### src/rtl/jc_pkg.sv
package jc_pkg;
  localparam int unsigned JC_BITS = 4;
  localparam int unsigned SEG_W   = 7;

  typedef logic [SEG_W-1:0] seg_t;

  // segment order g,f,e,d,c,b,a; 1 = lit
  localparam seg_t GLYPH_ZERO = 7'b0111111;
  localparam seg_t GLYPH_ONE  = 7'b0000110;
endpackage

### src/rtl/jc_rst_sync.sv
module jc_rst_sync #(
  parameter int unsigned STAGES = 2
) (
  input  logic clk,
  input  logic arst_n,
  output logic srst_n
);
  logic [STAGES-1:0] sync_q;
  logic [STAGES-1:0] sync_d;

  always_comb begin
    sync_d = {sync_q[STAGES-2:0], 1'b1};
  end

  always_ff @(posedge clk or negedge arst_n) begin
    if (!arst_n) sync_q <= '0;
    else         sync_q <= sync_d;
  end

  assign srst_n = sync_q[STAGES-1];
endmodule

### src/rtl/jc_tick_gen.sv
module jc_tick_gen #(
  parameter int unsigned DIV = 125_000_000
) (
  input  logic clk,
  input  logic rst_n,
  output logic tick
);
  localparam int unsigned CW = (DIV > 2) ? $clog2(DIV) : 1;
  localparam logic [CW-1:0] LAST = CW'(DIV - 1);

  logic [CW-1:0] cnt_q;
  logic [CW-1:0] cnt_d;
  logic          at_last;

  always_comb begin
    at_last = (cnt_q == LAST);
    cnt_d   = at_last ? '0 : cnt_q + CW'(1);
  end

  always_ff @(posedge clk or negedge rst_n) begin
    if (!rst_n) cnt_q <= '0;
    else        cnt_q <= cnt_d;
  end

  assign tick = at_last;
endmodule

### src/rtl/jc_twist_reg.sv
module jc_twist_reg #(
  parameter int unsigned W = 4
) (
  input  logic         clk,
  input  logic         rst_n,
  input  logic         step,
  output logic [W-1:0] q
);
  logic [W-1:0] ring_q;
  logic [W-1:0] ring_d;

  always_comb begin
    ring_d = ring_q;
    if (step) ring_d = {~ring_q[0], ring_q[W-1:1]};
  end

  always_ff @(posedge clk or negedge rst_n) begin
    if (!rst_n)    ring_q <= '0;
    else if (step) ring_q <= ring_d;
  end

  assign q = ring_q;
endmodule

### src/rtl/jc_glyph_enc.sv
module jc_glyph_enc
  import jc_pkg::*;
#(
  parameter bit ACTIVE_LOW = 1'b0
) (
  input  logic bit_i,
  output seg_t seg_o
);
  seg_t glyph;

  always_comb begin
    glyph = bit_i ? GLYPH_ONE : GLYPH_ZERO;
  end

  generate
    if (ACTIVE_LOW) begin : g_low
      assign seg_o = ~glyph;
    end else begin : g_high
      assign seg_o = glyph;
    end
  endgenerate
endmodule

### src/rtl/jc_seg_display.sv
module jc_seg_display
  import jc_pkg::*;
#(
  parameter int unsigned DIV        = 125_000_000,
  parameter bit          ACTIVE_LOW = 1'b0
) (
  input  logic       clk,
  input  logic       rst_n,
  output logic [6:0] seg0_o,
  output logic [6:0] seg1_o,
  output logic [6:0] seg2_o,
  output logic [6:0] seg3_o,
  output logic [3:0] state_o
);
  logic               rst_sync_n;
  logic               tick_w;
  logic [JC_BITS-1:0] ring_w;
  seg_t               glyphs [JC_BITS];

  jc_rst_sync #(.STAGES(2)) u_rst_sync (
    .clk    (clk),
    .arst_n (rst_n),
    .srst_n (rst_sync_n)
  );

  jc_tick_gen #(.DIV(DIV)) u_tick (
    .clk   (clk),
    .rst_n (rst_sync_n),
    .tick  (tick_w)
  );

  jc_twist_reg #(.W(JC_BITS)) u_ring (
    .clk   (clk),
    .rst_n (rst_sync_n),
    .step  (tick_w),
    .q     (ring_w)
  );

  generate
    for (genvar d = 0; d < JC_BITS; d++) begin : g_digit
      jc_glyph_enc #(.ACTIVE_LOW(ACTIVE_LOW)) u_enc (
        .bit_i (ring_w[d]),
        .seg_o (glyphs[d])
      );
    end
  endgenerate

  assign seg0_o  = glyphs[0];
  assign seg1_o  = glyphs[1];
  assign seg2_o  = glyphs[2];
  assign seg3_o  = glyphs[3];
  assign state_o = ring_w;
endmodule

### config.mk
export PLATFORM = sky130hd
export DESIGN_NAME = jc_seg_display
export DESIGN_NICKNAME = d
export VERILOG_FILES = /design/src/rtl/jc_pkg.sv /design/src/rtl/jc_rst_sync.sv /design/src/rtl/jc_tick_gen.sv /design/src/rtl/jc_twist_reg.sv /design/src/rtl/jc_glyph_enc.sv /design/src/rtl/jc_seg_display.sv
export SDC_FILE = /design/constraint.sdc
export NUM_CORES = 1
export LEC_CHECK = 0
export CAP_MARGIN = 20
export CORE_MARGIN = 4
export CORE_UTILIZATION = 50
export CTS_BUF_LIST = sky130_fd_sc_hd__clkbuf_16
export DETAILED_ROUTE_END_ITERATION = 12
export DONT_BUFFER_PORTS = 1
export SYNTH_ARGS = -nofsm -noshare
export SYNTH_HDL_FRONTEND = slang
export SYNTH_SLANG_ARGS = --single-unit
### constraint.sdc
create_clock -name clk -period 2.3 [get_ports clk]
set_input_delay 0.46 -clock clk [delete_from_list [all_inputs] [get_ports clk]]
set_output_delay 0.46 -clock clk [all_outputs]
set_load 0.03 [all_outputs]
==> impl_results.md <==
- CP max-delay cell: or4_1
- Mean Syn Cell Area: 10.1 µm²
- Share of layout cells above drive strength 1: 11.2%
- Cell Area, Synth: 1780 µm²
- Die area: 4580 µm²
- Distinct cells, synth: 33
- Final Cycle Share: 90.8%
- H-Tree Level Count: 2
- CP Class: flip-flop to flip-flop
- DR vias/cell: 5.51
- Leakage power: 0.856 nW
- # nets final: 172
- # setup viols final: 0
- CP arrival: 2290 ps
- HPWL Detailed: 2300 µm
- Cell chain of the critical path: ha_1 -> nand4_2 -> or4_1 -> or3_1 -> a21oi_1
- Final Hold Vio Count: 0
- Die span in x: 67.7 µm
- Most common cell after layout, fill and taps aside: dfrtp_1
- Rel. slew slack: 51.9%
- Minimum clock period: 2090 ps
- Root Driver: clkbuf_16
- # resized after CTS: 0
- Reg2Reg Depth: 5
- First-pass GRT wire length: 5510 µm
- Final Max Slew Viols: 0
- Synth Flop Type: dfrtp_1
- Type of the most critical hold path: flip-flop to asynchronous set/reset pin
- Final worst-path setup slack: 213 ps
- Routed vias: 1,190
- Placer Congestion: 0.824
- First DRT Iteration DRCs: 51
- I/O Pins: 34
- Max_cap viols: 0
- DRT Pass-1 Iters: 4
- Post CTS Setup Buffer Count: 0
- Routed Antenna Nets: 0
- Number of placement rows: 21
- Seq/Total Area, Yosys: 46.3%
- CP Launch Type: flip-flop
- Worst r2r src: u_tick.cnt_q[0]$_DFF_PN0_
- Initial Util: 52.6%
- Initial antenna violation count: 0
- I/O Buffers: 0
- Vias in the first global route: 1,189
- Setup TNS Final: 0 ps
- Routed wire length: 3210 µm
- Worst-Margin Slew: 722 ps
- R2R setup slack: 210 ps
- VDD IR max: 0.447 mV
- Post-synth EDFFs: 0
- Largest cells by area after synthesis: dfrtp_1 (46%), buf_4 (12%), xor2_1 (4.9%)
- DRC: 0
- Clock skew: 5.70 ps
- FF-to-FF End: u_tick.cnt_q[22]$_DFF_PN0_
- WL/cell: 14.8 µm
- Hold-fix buffers, CTS: 1
- Max Root-Sink Buffers: 2
- Commonest non-fill, non-tap cells in the layout: dfrtp_1 (33), nor2_1 (13), conb_1 (13)
- #FFs+latches synth: 33
- Power Density: 720 nW/µm²
- GRT Util Overall: 16.6%
- Largest net degree at the start of global routing: 20
- Area added between synthesis and finish: 5.55%
- Cells after Synth: 176
- Number of diodes: 0
- Synth Warn #: 0
- Max Fclk: 0.479 GHz
- Pre-CTS setup slack: 229 ps
- Async set-or-reset flop fraction in the synthesized netlist: 100%
- Hold Slack: 306 ps
- Grt total ovfl: 0
- Post-synth top area cell: dfrtp_1
- Synth top area share: 46.3%
- WP data required: 2500 ps
- RSZ-0062 raised after global routing: no
- Sink Count: 33
- CP Capture Type: flip-flop
- Worst path max stage delay: 670 ps
- CTS tree: done
- Die height: 67.7 µm
- Skew-Pair Late Insertion Delay: 280 ps
- Status: completed
- CTS Buf Count: 5
- Core Box Area: 3390 µm²
- Maximum net fanout on the critical path: 8
- Clock-pin slew on the worst setup and hold paths: 50 ps
metal layers:
| metal | GRT usage, % | vias to the layer above | wire length [µm] |
|---|---|---|---|
| met5 | 0 | - | 0 |
| met1 | 18.8 | 591 | 1420 |
| met4 | 8.10 | 0 | 42 |
| li1 | - | 560 | - |
| met3 | 7.15 | 6 | 190 |
| met2 | 26.7 | 33 | 1550 |
stage by stage:
stage | std cells | util [%] | power [W] | instance area, µm²
2_1_floorplan | 187 | - | 0.000642 | 1820
3_3_place_gp | 207 | 50.4 | 0.000631 | 1710
3_5_place_dp | 207 | 50.4 | 0.000631 | 1710
4_1_cts | 216 | 55.5 | 0.00138 | 1880
5_1_grt | 216 | 55.5 | 0.00141 | 1880
6_report | 216 | 55.5 | 0.00135 | 1880
worst max-delay path: cells and delay by family (launching register included):
| kind | cells | cell delay (ps) |
|---|---|---|
| simple gates | 3 | 1210 |
| flops | 1 | 390 |
| fa+ha+maj | 1 | 260 |
| compound gates | 1 | 160 |
flip-flops by register name (all words and copies together) (netlist names):
| signal | count |
|---|---|
| u_ring.q | 4 |
| u_rst_sync.sync_q | 2 |
| u_tick.cnt_q | 27 |
how the worst max path moves through the flow:
stage / start / to / cells past startpoint
after floorplan: u_tick.cnt_q[0]$_DFF_PN0_ / u_tick.cnt_q[20]$_DFF_PN0_ / 6
after global placement: u_tick.cnt_q[0]$_DFF_PN0_ / u_tick.cnt_q[22]$_DFF_PN0_ / 5
after detailed placement: u_tick.cnt_q[0]$_DFF_PN0_ / u_tick.cnt_q[22]$_DFF_PN0_ / 5
after CTS: u_tick.cnt_q[0]$_DFF_PN0_ / u_tick.cnt_q[22]$_DFF_PN0_ / 5
after global routing: u_tick.cnt_q[0]$_DFF_PN0_ / u_tick.cnt_q[22]$_DFF_PN0_ / 5
final: u_tick.cnt_q[0]$_DFF_PN0_ / u_tick.cnt_q[22]$_DFF_PN0_ / 5
final cells by class:
| class | instances | area [µm²] |
|---|---|---|
| clock inverters | 3 | 37.5 |
| well taps | 46 | 57.6 |
| multi-input cells | 118 | 752 |
| flip-flops and latches | 33 | 826 |
| clock buffers | 5 | 125 |
| repair buffers | 7 | 67.6 |
| fillers | 293 | 1510 |
| inverters | 4 | 15.0 |
Yosys cell counts (all sizes together) (5+ instances only):
cell type	instances
nand2	11
nand3	9
buf	31
dfrtp	33
or4	5
xnor2	8
a21oi	7
xor2	10
nand4	9
nor2	13
and4	5
where the power goes:
part / switching [W] / internal (W) / total, W
registers: 0.00000615 / 0.000583 / 0.000589
clock network: 0.000228 / 0.000502 / 0.000730
logic: 0.0000316 / 0.00000226 / 0.0000339
logic make-up after synthesis:
group / count (synthesis) / synth area share [%]
compound gates: 14 / 4.35
other cells: 2 / 0.422
flops: 33 / 46.3
simple gates: 68 / 23.0
xor+xnor: 18 / 8.85
buf+inv: 36 / 14.0
fa+ha+maj: 1 / 0.702
mux: 4 / 2.25
Power figures use the tool's default switching activity.
